$ cat config.mk
export PLATFORM = sky130hd
export DESIGN_NAME = gcm_phase_seq
export DESIGN_NICKNAME = d
export VERILOG_FILES = /design/src/rtl/gcm_seq_pkg.sv /design/src/rtl/gcm_len_calc.sv /design/src/rtl/gcm_pad_mask.sv /design/src/rtl/gcm_res_fifo.sv /design/src/rtl/gcm_phase_seq.sv
export SDC_FILE = /design/constraint.sdc
export NUM_CORES = 1
export LEC_CHECK = 0
export BUFFER_PORTS_ARGS = -buffer_cell sky130_fd_sc_hd__buf_4
export CORE_AREA = 2 2 230 232
export CTS_CLUSTER_DIAMETER = 150
export CTS_CLUSTER_SIZE = 25
export DETAILED_ROUTE_END_ITERATION = 16
export DIE_AREA = 0 0 232 234
export GPL_ROUTABILITY_DRIVEN = 0
export PLACE_DENSITY = 0.62
export SYNTH_ARGS = -nofsm -noshare
export SYNTH_HDL_FRONTEND = slang
export SYNTH_SLANG_ARGS = --single-unit
$ cat constraint.sdc
create_clock -name clk -period 7.5 [get_ports clk]
set_input_delay 0 -clock clk [delete_from_list [all_inputs] [get_ports clk]]
set_output_delay 0 -clock clk [all_outputs]
set_load 0.05 [all_outputs]
$ cat src/rtl/gcm_seq_pkg.sv
// Package: shared phase encoding for the stream phase sequencer.
// Assumes: nothing beyond a 3-bit state vector.
package gcm_seq_pkg;

    typedef enum logic [2:0] {
        PH_IDLE    = 3'd0,
        PH_PRECOMP = 3'd1,
        PH_AAD     = 3'd2,
        PH_PAYLOAD = 3'd3,
        PH_DRAIN   = 3'd4,
        PH_TAG     = 3'd5
    } phase_t;

endpackage

$ cat src/rtl/gcm_len_calc.sv
// Converts a byte count into a block count (rounded up) and the number of
// valid bytes in the final block (1..BYTES).
// Assumes: BYTES is a power of two; a zero count yields zero blocks.
module gcm_len_calc #(
    parameter int LEN_W = 16,
    parameter int BYTES = 16,
    localparam int OFF_W = $clog2(BYTES),
    localparam int BLK_W = LEN_W - OFF_W + 1
) (
    input  logic [LEN_W-1:0] len,
    output logic [BLK_W-1:0] blocks,
    output logic [OFF_W:0]   tail
);

    logic [LEN_W:0] rounded;

    // round the byte count up to the next whole block
    always_comb begin
        rounded = {1'b0, len} + (LEN_W+1)'(BYTES - 1);
        blocks  = rounded[LEN_W:OFF_W];
    end

    // valid bytes in the last block; a whole block when aligned
    always_comb begin
        if (len[OFF_W-1:0] == '0)
            tail = (OFF_W+1)'(BYTES);
        else
            tail = {1'b0, len[OFF_W-1:0]};
    end

endmodule

$ cat src/rtl/gcm_pad_mask.sv
// Zeroes every byte at or above the valid-byte count when the block is the
// last of its phase; otherwise the word passes unchanged.
// Assumes: byte i occupies bits [8i+7:8i]; tail in 1..BYTES.
module gcm_pad_mask #(
    parameter int DATA_W = 128,
    localparam int BYTES = DATA_W / 8,
    localparam int OFF_W = $clog2(BYTES)
) (
    input  logic [DATA_W-1:0] din,
    input  logic              last,
    input  logic [OFF_W:0]    tail,
    output logic [DATA_W-1:0] dout
);

    for (genvar i = 0; i < BYTES; i++) begin : g_byte
        logic keep;
        // one byte lane: kept unless it lies past the tail of a last block
        always_comb begin
            keep = !last || ((OFF_W+1)'(i) < tail);
            dout[8*i +: 8] = keep ? din[8*i +: 8] : 8'h00;
        end
    end

endmodule

$ cat src/rtl/gcm_res_fifo.sv
// Small circular result buffer holding payload results until they are read.
// Assumes: the producer never pushes while full (the sequencer caps the
// number of outstanding blocks at DEPTH).
module gcm_res_fifo #(
    parameter int W     = 128,
    parameter int DEPTH = 2,
    localparam int PTR_W = (DEPTH > 1) ? $clog2(DEPTH) : 1,
    localparam int CNT_W = $clog2(DEPTH + 1)
) (
    input  logic         clk,
    input  logic         rst_n,
    input  logic         push,
    input  logic [W-1:0] din,
    input  logic         pop,
    output logic [W-1:0] dout,
    output logic         empty,
    output logic         full
);

    logic [W-1:0]     mem [DEPTH];
    logic [PTR_W-1:0] wr_ptr, rd_ptr;
    logic [CNT_W-1:0] cnt;

    // advance a pointer with wrap at DEPTH
    function automatic logic [PTR_W-1:0] bump(input logic [PTR_W-1:0] p);
        if (p == PTR_W'(DEPTH - 1)) return '0;
        return p + 1'b1;
    endfunction

    // storage write
    always_ff @(posedge clk) begin
        if (push) mem[wr_ptr] <= din;
    end

    // pointer and occupancy update
    always_ff @(posedge clk) begin
        if (!rst_n) begin
            wr_ptr <= '0;
            rd_ptr <= '0;
            cnt    <= '0;
        end else begin
            if (push) wr_ptr <= bump(wr_ptr);
            if (pop)  rd_ptr <= bump(rd_ptr);
            cnt <= cnt + CNT_W'(push) - CNT_W'(pop);
        end
    end

    // head word and flags
    always_comb begin
        dout  = mem[rd_ptr];
        empty = (cnt == '0);
        full  = (cnt == CNT_W'(DEPTH));
    end

endmodule

$ cat src/rtl/gcm_phase_seq.sv
// Top: phase sequencer for a GCM datapath. It latches block counts at
// start, gates the precompute, admits associated data and then payload,
// pads the last block of each phase, bounds outstanding payload results
// and reports done / tag ready.
// Assumes: datapath returns one in-order result per payload block only;
// pc_done pulses once per pc_go.
module gcm_phase_seq
    import gcm_seq_pkg::*;
#(
    parameter int DATA_W       = 128,
    parameter int AAD_W        = 16,
    parameter int LO_W         = 32,
    parameter int HI_W         = 4,
    parameter int MAX_INFLIGHT = 2
) (
    input  logic              clk,
    input  logic              rst_n,
    input  logic              start,
    input  logic [AAD_W-1:0]  aad_len,
    input  logic [LO_W-1:0]   pay_len_lo,
    input  logic [HI_W-1:0]   pay_len_hi,
    input  logic              in_mask_en,
    input  logic              out_mask_en,
    input  logic              in_wr,
    input  logic [DATA_W-1:0] in_data,
    output logic              in_trig,
    input  logic              out_rd,
    output logic [DATA_W-1:0] out_data,
    output logic              out_trig,
    output logic              pc_go,
    input  logic              pc_done,
    input  logic              core_ready,
    output logic              core_go,
    output logic              core_aad,
    output logic              core_last,
    output logic [DATA_W-1:0] core_data,
    input  logic              core_rvalid,
    input  logic [DATA_W-1:0] core_rdata,
    output logic              tag_clr,
    output logic              done,
    output logic              tag_rdy,
    output logic              err
);

    localparam int BYTES  = DATA_W / 8;
    localparam int OFF_W  = $clog2(BYTES);
    localparam int PL_W   = LO_W + HI_W;
    localparam int ABLK_W = AAD_W - OFF_W + 1;
    localparam int PBLK_W = PL_W - OFF_W + 1;
    localparam int PEND_W = $clog2(MAX_INFLIGHT + 1);

    phase_t state_q, state_d;

    logic [ABLK_W-1:0] aad_blk_in, aad_left_q;
    logic [PBLK_W-1:0] pay_blk_in, pay_left_q;
    logic [OFF_W:0]    aad_tail_in, pay_tail_in, aad_tail_q, pay_tail_q;
    logic [PEND_W-1:0] pend_q;
    logic              err_q, pc_go_q, tag_clr_q, done_q;

    logic start_window, len_zero, start_ok, start_bad;
    logic aad_open, pay_open, aad_accept, pay_accept;
    logic last_sel;
    logic [OFF_W:0] tail_sel;
    logic fifo_pop, fifo_empty, fifo_full;

    // length conversion for each stream
    gcm_len_calc #(.LEN_W(AAD_W), .BYTES(BYTES)) u_aad_len (
        .len    (aad_len),
        .blocks (aad_blk_in),
        .tail   (aad_tail_in)
    );

    gcm_len_calc #(.LEN_W(PL_W), .BYTES(BYTES)) u_pay_len (
        .len    ({pay_len_hi, pay_len_lo}),
        .blocks (pay_blk_in),
        .tail   (pay_tail_in)
    );

    // start qualification: only from idle or tag, and never with both zero
    always_comb begin
        start_window = (state_q == PH_IDLE) || (state_q == PH_TAG);
        len_zero     = (aad_len == '0) && (pay_len_lo == '0) && (pay_len_hi == '0);
        start_ok     = start && start_window && !len_zero;
        start_bad    = start && start_window && len_zero;
    end

    // intake gating: datapath free, and for payload a free result slot
    always_comb begin
        aad_open   = (state_q == PH_AAD) && core_ready;
        pay_open   = (state_q == PH_PAYLOAD) && core_ready &&
                     (pend_q < PEND_W'(MAX_INFLIGHT));
        aad_accept = aad_open && in_wr;
        pay_accept = pay_open && in_wr;
    end

    // phase transitions
    always_comb begin
        state_d = state_q;
        unique case (state_q)
            PH_IDLE, PH_TAG: begin
                if (start_ok)       state_d = PH_PRECOMP;
                else if (start_bad) state_d = PH_IDLE;
            end
            PH_PRECOMP: begin
                if (pc_done)
                    state_d = (aad_left_q != '0) ? PH_AAD : PH_PAYLOAD;
            end
            PH_AAD: begin
                if (aad_accept && aad_left_q == ABLK_W'(1))
                    state_d = (pay_left_q != '0) ? PH_PAYLOAD : PH_DRAIN;
            end
            PH_PAYLOAD: begin
                if (pay_accept && pay_left_q == PBLK_W'(1))
                    state_d = PH_DRAIN;
            end
            PH_DRAIN: begin
                if (pend_q == '0 && core_ready) state_d = PH_TAG;
            end
            default: state_d = PH_IDLE;
        endcase
    end

    // phase register
    always_ff @(posedge clk) begin
        if (!rst_n) state_q <= PH_IDLE;
        else        state_q <= state_d;
    end

    // block counters and tails: loaded at start, counted down on intake
    always_ff @(posedge clk) begin
        if (!rst_n) begin
            aad_left_q <= '0;
            pay_left_q <= '0;
            aad_tail_q <= '0;
            pay_tail_q <= '0;
        end else if (start_ok) begin
            aad_left_q <= aad_blk_in;
            pay_left_q <= pay_blk_in;
            aad_tail_q <= aad_tail_in;
            pay_tail_q <= pay_tail_in;
        end else begin
            if (aad_accept) aad_left_q <= aad_left_q - 1'b1;
            if (pay_accept) pay_left_q <= pay_left_q - 1'b1;
        end
    end

    // outstanding payload blocks: accepted but not yet read
    always_ff @(posedge clk) begin
        if (!rst_n) pend_q <= '0;
        else        pend_q <= pend_q + PEND_W'(pay_accept) - PEND_W'(fifo_pop);
    end

    // pulses and the rejection flag
    always_ff @(posedge clk) begin
        if (!rst_n) begin
            err_q     <= 1'b0;
            pc_go_q   <= 1'b0;
            tag_clr_q <= 1'b0;
            done_q    <= 1'b0;
        end else begin
            pc_go_q   <= start_ok;
            tag_clr_q <= start_ok;
            done_q    <= (state_d == PH_TAG) && (state_q != PH_TAG);
            if (start_bad)     err_q <= 1'b1;
            else if (start_ok) err_q <= 1'b0;
        end
    end

    // last-block selection for the padding stage
    always_comb begin
        if (state_q == PH_AAD) begin
            last_sel = (aad_left_q == ABLK_W'(1));
            tail_sel = aad_tail_q;
        end else begin
            last_sel = (pay_left_q == PBLK_W'(1));
            tail_sel = pay_tail_q;
        end
    end

    gcm_pad_mask #(.DATA_W(DATA_W)) u_pad (
        .din  (in_data),
        .last (last_sel),
        .tail (tail_sel),
        .dout (core_data)
    );

    // result buffer between datapath and reader
    gcm_res_fifo #(.W(DATA_W), .DEPTH(MAX_INFLIGHT)) u_res (
        .clk   (clk),
        .rst_n (rst_n),
        .push  (core_rvalid),
        .din   (core_rdata),
        .pop   (fifo_pop),
        .dout  (out_data),
        .empty (fifo_empty),
        .full  (fifo_full)
    );

    // port drive: datapath handoff, triggers, status
    always_comb begin
        fifo_pop  = out_rd && !fifo_empty;
        core_go   = aad_accept || pay_accept;
        core_aad  = (state_q == PH_AAD);
        core_last = last_sel;
        in_trig   = (aad_open || pay_open) && in_mask_en;
        out_trig  = !fifo_empty && out_mask_en;
        pc_go     = pc_go_q;
        tag_clr   = tag_clr_q;
        done      = done_q;
        tag_rdy   = (state_q == PH_TAG);
        err       = err_q;
    end

endmodule

# Word level (Yosys, flattened, before mapping)
# Memories as Yosys holds them, arrays and structs flattened. A register that Yosys moved wholly into a read port is not among the register bits.
# Index checks and enable logic that the tools add are counted.
[totals] output_inout_bits=266 n_memories=1 ramBits=256 wordCells=151 in_bits=318 ff_bits=68
[op_classes] muxes=49 n_lt_le_gt_ge=17 n_eq_ne=9 reduce_logical=53 addsub=10
[mem_list] name="u_res.mem" depth=2 width=128 read_ports=1 rd_clocked_by_memory_dff=1 wr=1 line="gcm_res_fifo.sv:20" rtl="logic [W-1:0] mem [DEPTH];"
[op_table] op="8-bit 2-to-1 mux" n=16
[op_table] op="33-bit 2-to-1 mux" n=2
[op_table] op="4-bit by 5-bit less-than comparator with 1-bit output, first input constant" n=8
[op_table] op="36-bit by 4-bit adder with 37-bit output, second input constant" n=1
[op_table] op="33-bit by 1-bit equality test with 1-bit output, second input constant" n=1
[op_table] op="33-bit nonzero test" n=1
[op_table] op="33-bit by 1-bit subtractor with 33-bit output, second input constant" n=1
[op_table] op="32-bit logical NOT" n=1
[op_table] op="13-bit 2-to-1 mux" n=2
[op_table] op="3-bit 2-to-1 mux" n=7
[op_table] op="3-bit by 5-bit less-than comparator with 1-bit output, first input constant" n=4
[op_table] op="1-bit logical OR" n=19
[op_table] op="1-bit 2-to-1 mux" n=18
[op_table] op="16-bit by 4-bit adder with 17-bit output, second input constant" n=1
[op_table] op="1-bit logical AND" n=17
[op_table] op="16-bit logical NOT" n=1
[op_table] op="5-bit 2-to-1 mux" n=3
[op_table] op="3-bit case mux with 5 select lines" n=1
[op_table] op="13-bit by 1-bit equality test with 1-bit output, second input constant" n=1
[op_table] op="13-bit nonzero test" n=1
[op_table] op="13-bit by 1-bit subtractor with 13-bit output, second input constant" n=1
[op_table] op="4-bit logical NOT" n=3
[op_table] op="1-bit by 5-bit less-than comparator with 1-bit output, first input constant" n=2
[op_table] op="2-bit by 5-bit less-than comparator with 1-bit output, first input constant" n=2
[op_table] op="other kinds (13)" n=24

# Depth between registers and ports, before layout
[depth] depth_word=9 ltp_mapped=10 ltp_nobuf=9

# Hierarchy
# From an unflattened synthesis, not the netlist that was laid out.
[hier_totals] cells_unflattened=1198 hier_area_um2=15497.4
[by_module_without_submodules] mod="gcm_res_fifo" cells_each=419 n_inst=1 seq_area_each_um2=7787.5 area_per_inst_um2=9531.6
[by_module_without_submodules] mod="gcm_phase_seq" cells_each=455 n_inst=1 seq_area_each_um2=1281.2 area_per_inst_um2=3659.8
[by_module_without_submodules] mod="gcm_pad_mask" cells_each=170 n_inst=1 seq_area_each_um2=0.0 area_per_inst_um2=1207.4
[by_module_without_submodules] mod="gcm_len_calc at u_pay_len" cells_each=112 n_inst=1 seq_area_each_um2=0.0 area_per_inst_um2=765.7
[by_module_without_submodules] mod="gcm_len_calc at u_aad_len" cells_each=42 n_inst=1 seq_area_each_um2=0.0 area_per_inst_um2=332.8

# Least setup slack after synthesis
# No wires, ideal clock.
[synth_path] path_kind="register to register" from="register u_res.wr_ptr" to="memory u_res.mem[0][0], enable pin" required_time_ps=6868 setup_slack_ps=883 setup_time_ps=632 path_stages_with_launch=2 arrival_time_ps=5985 n_path_buf=0 synth_period_minus_slack_ps=6617 path_cell_list="dfxtp_1 -> nor2b_1"
[synth_lines] element="start: declaration" line="gcm_res_fifo.sv:21" rtl="logic [PTR_W-1:0] wr_ptr, rd_ptr;"
[synth_lines] element="start signal: assignment" line="gcm_res_fifo.sv:42" rtl="if (push) wr_ptr <= bump(wr_ptr);"
[synth_lines] element="end: declaration" line="gcm_res_fifo.sv:20"
# Straight into the memory's write port.

# Worst setup path after layout
[layout_path] from="register pay_left_q[12]" to="output core_data[66]"
[layout_between] elab_chain_len=5
[layout_rtl] element="start: declaration" line="gcm_phase_seq.sv:55" rtl="logic [PBLK_W-1:0] pay_blk_in, pay_left_q;"
[layout_rtl] element="start signal: assignment" line="gcm_phase_seq.sv:138" rtl="pay_left_q <= pay_blk_in;"
[layout_rtl] element="start signal: assignment" line="gcm_phase_seq.sv:143" rtl="if (pay_accept) pay_left_q <= pay_left_q - 1'b1;"
[layout_rtl] element="33-bit by 1-bit equality test with 1-bit output" line="gcm_phase_seq.sv:175" rtl="last_sel = (pay_left_q == PBLK_W'(1));"
[layout_rtl] element="1-bit 2-to-1 mux" line="gcm_phase_seq.sv:171" rtl="if (state_q == PH_AAD) begin"
[layout_rtl] element="1-bit logical NOT" line="gcm_pad_mask.sv:19" rtl="keep = !last || ((OFF_W+1)'(i) < tail);"
[layout_rtl] element="1-bit logical OR" line="gcm_pad_mask.sv:19"
[layout_rtl] element="8-bit 2-to-1 mux" line="gcm_pad_mask.sv:20" rtl="dout[8*i +: 8] = keep ? din[8*i +: 8] : 8'h00;"
[layout_rtl] element="end: declaration" line="gcm_phase_seq.sv:36" rtl="output logic [DATA_W-1:0] core_data,"
# Every way passes these cells.

==> metrics.md <==
| Metric | Value |
|---|---|
| Outcome | `finished, final reports clean` |
| Num CTS Buffers | `16` |
| Hold WC Path Type | `in2reg` |
| Synthesized flop and latch total | `around 330` |
| Skew final | `around 0.025 ns` |
| # diodes | `0` |
| CTS tree | `done` |
| Vias in the first global route | `roughly 11k` |
| Critical Path RT | `between 7 and 8 ns` |
| Critical R2R Launch | `pay_left_q[12]` |
| Area of the multi-input gates | `about 5400 sq um` |
| TNS Setup | `0 ns` |
| Final Critical Period | `~3.8 ns` |
| Yosys top cell by area | `edfxtp_1` |
| Post-Route WL | `~47000 um` |
| Max VDD drop | `0.1248 mV` |
| Switching Power | `approximately 1.9 mW` |
| Leakage | `8.737 nW` |
| Hold endpoint | `pay_left_q[30]` |
| Sw Ratio | `0.3675` |
| Worst-margin pin slew | `roughly 1.2 ns` |
| Largest cells by area after synthesis | `edfxtp_1 (52%), mux2_2 (9.8%), dfxtp_1 (9.4%), and2_1 (4.3%), xnor2_1 (2.9%)` |
| # rows | `84` |
| Layout cells sized above 1 | `0.3953` |
| Htree depth | `1` |
| Final nets | `about 2.2k` |
| Drt first pass iters | `5` |
| Register share of total power | `0.423` |
| Area grow syn2layout | `52.01%` |
| Antenna violations before repair | `3` |
| DR DRC count | `0` |
| Max clock buf depth | `3` |
| Die H | `234 um` |
| Synth Net Count | `about 1.5k` |
| Comb pwr share | `0.385` |
| Most common cell after layout, fill and taps aside | `buf_4` |
| Area after DPL | `~20000 sq um` |
| RSZ-0062 raised after global routing | `false` |
| Reg2reg setup slack | `~4.2 ns` |
| Slew headroom | `0.2227` |
| Core outline area | `between 50000 and 60000 sq um` |
| CTS sink cnt | `between 300 and 400` |
| Via density | `roughly 4.6` |
| Fmax | `262.0 MHz` |
| Hold path depth | `5` |
| Initial DRC count | `~730` |
| Synth unique cells | `between 50 and 60` |
| Congestion Overflow GR | `0` |
| Ys async rst share | `0` |
| Post-synth EDFFs | `around 260` |
| CP Capture Type | `output port` |
| Clk pwr share | `0.192` |
| Worst-Skew Late Latency | `0.52 ns` |
| Cell area after layout | `roughly 22000 sq um` |
| Final period util | `0.5090` |
| Worst Path Max Fanout | `9` |
| First-pass GRT wire length | `66670 um` |
| Syn avg cell area | `around 13 sq um` |
| Post-cts gate resize count | `0` |
| Max-cap viol count | `0` |
| Register area | `just over 9000 sq um` |
| Port bufs | `583` |
| Filler instances | `between 4k and 5k` |
| Post-synthesis sequential area ratio | `0.6161` |
| Cells after Synth | `1135` |
| CP Launch Type | `flop` |
| WP data arrival | `approximately 3.8 ns` |
| Io pins | `584` |
| Final hold violations | `0` |
| Commonest non-fill, non-tap cells in the layout | `buf_4 (593), edfxtp_1 (256), dlygate4sd3_1 (202)` |
| DP Wirelength | `roughly 35000 um` |
| Worst R2R End | `done` |
| Reg2Reg Depth | `6` |
| Die Area | `about 54000 sq um` |
| Tot GR Track Use | `0.1581` |
| Clk pin slew, worst setup/hold paths | `roughly 0.10 ns` |
| Post-Syn Area | `around 15000 sq um` |
| Post-route ant nets | `0` |
| Largest net degree at the start of global routing | `between 60 and 70` |
| Synth Flop Type | `edfxtp_1` |
| WS Path Type | `reg2out` |
| Pins Over Slew Limit | `0` |
| Hold slack | `approximately 0.028 ns` |
| CTS root buffer | `clkbuf_16` |
| Initial Util | `0.2829` |
| Int Pwr | `between 3 and 4 mW` |
| Die width | `232 um` |
| Final setup vio count | `0` |
| Power Density | `approximately 230 nW/um^2` |
| WL/cell | `18.16 um` |
| Area share of the largest cell type after synthesis | `0.5223` |
| Hold_sp | `pay_len_lo[27]` |
| DR vias | `around 12k` |
| Yosys Warn Count | `0` |
-- cell families after synthesis --
group | synth area share
AOI/OAI and AO/OA | 0.04573
xor gates and xnor gates | 0.04998
adders and majority gates | 0.008501
buffers and inverters | 0.01641
DFF | 0.6161
muxes | 0.1006
and+or+nand+nor | 0.1626
-- synthesized netlist by cell type (6+ instances only) --
cell,n
nand2_1,72
and2_1,102
a21oi_1,22
nor4_1,39
o21ai_0,10
or3_1,7
inv_1,19
nor2b_1,36
nand4_1,19
ha_1,10
clkbuf_1,38
o22ai_1,8
a211oi_1,27
and3_1,7
dfxtp_1,69
xnor2_1,48
nor2_1,66
or4_1,7
nor3_1,23
xor2_1,36
a311oi_1,6
nand3_1,21
mux2_2,128
edfxtp_1,256
-- how the worst max path moves through the flow --
stage	from	to	slack, ns	cells after the start
finish	pay_left_q[12]	core_data[66]	3.68	8
global route	pay_left_q[12]	core_data[66]	3.36	8
CTS	pay_left_q[12]	core_data[66]	3.66	8
detailed placement	pay_left_q[12]	core_data[66]	4.25	8
global placement	pay_left_q[12]	core_data[1]	4.38	8
floorplan	u_res.wr_ptr	u_res.mem[0][0]	0.88	1
-- final cells by class --
cell class	count	area share
Clock buffer	28	0.02086
Inverter	20	0.003355
Timing Repair Buffer	795	0.2893
Sequential cell	325	0.4055
Tap cell	688	0.03847
Multi-Input combinational cell	747	0.2425
-- timing repair --
| action | 4_1_cts | 5_1_grt |
|---|---|---|
| buffers inserted | 0 | 0 |
| hold buffers | 202 | 0 |
| endpoints found under the hold margin | 320 | 0 |
-- flip-flops by register name, summed over array words and instances, names as in the netlist, 2 cells and up, named ones only --
signal and count:
state_q 3, aad_tail_q 5, u_res.mem 256, pay_left_q 33
pay_tail_q 5, pend_q 2, aad_left_q 13, u_res.cnt 2
-- power groups by stage --
stage | combinational [mW] | sequential (mW) | clock, mW
2_1_floorplan | 1.29 | 2.18 | 0
3_3_place_gp | 1.88 | 2.21 | 0
3_5_place_dp | 1.89 | 2.22 | 0
4_1_cts | 1.99 | 2.17 | 1.03
5_1_grt | 2.08 | 2.19 | 1.09
6_report | 1.98 | 2.17 | 0.987
-- per-stage QoR --
step           utilization  std cells  power, mW  setup WS (ns)
4_1_cts             0.4301       2603      5.194          3.656
6_report            0.4301       2603      5.139          3.683
3_5_place_dp        0.3823       2373      4.106          4.251
2_1_floorplan            -       1135      3.473         0.8830
5_1_grt             0.4301       2603      5.352          3.359
3_3_place_gp        0.3823       2373      4.094          4.375
-- worst max-delay path, cell delays in order, from the launching register on --
cell and delay [ns]:
dfxtp_1 0.37, nor4_2 0.43, nand4b_1 0.47, nor4_4 0.58, a41oi_4 0.41, inv_2 0.33, nand3_1 0.23, and2_1 0.26
buf_4 0.19
-- routing by layer --
layer | vias to the layer above | GRT usage | part of all wire
met5 | - | 0 | 0.00087
met4 | 6 | 0.02324 | 0.011
met2 | 433 | 0.2521 | 0.46
met1 | 5831 | 0.2255 | 0.45
li1 | 5721 | - | -
met3 | 43 | 0.03295 | 0.074
(Power assumes the default switching activity.)
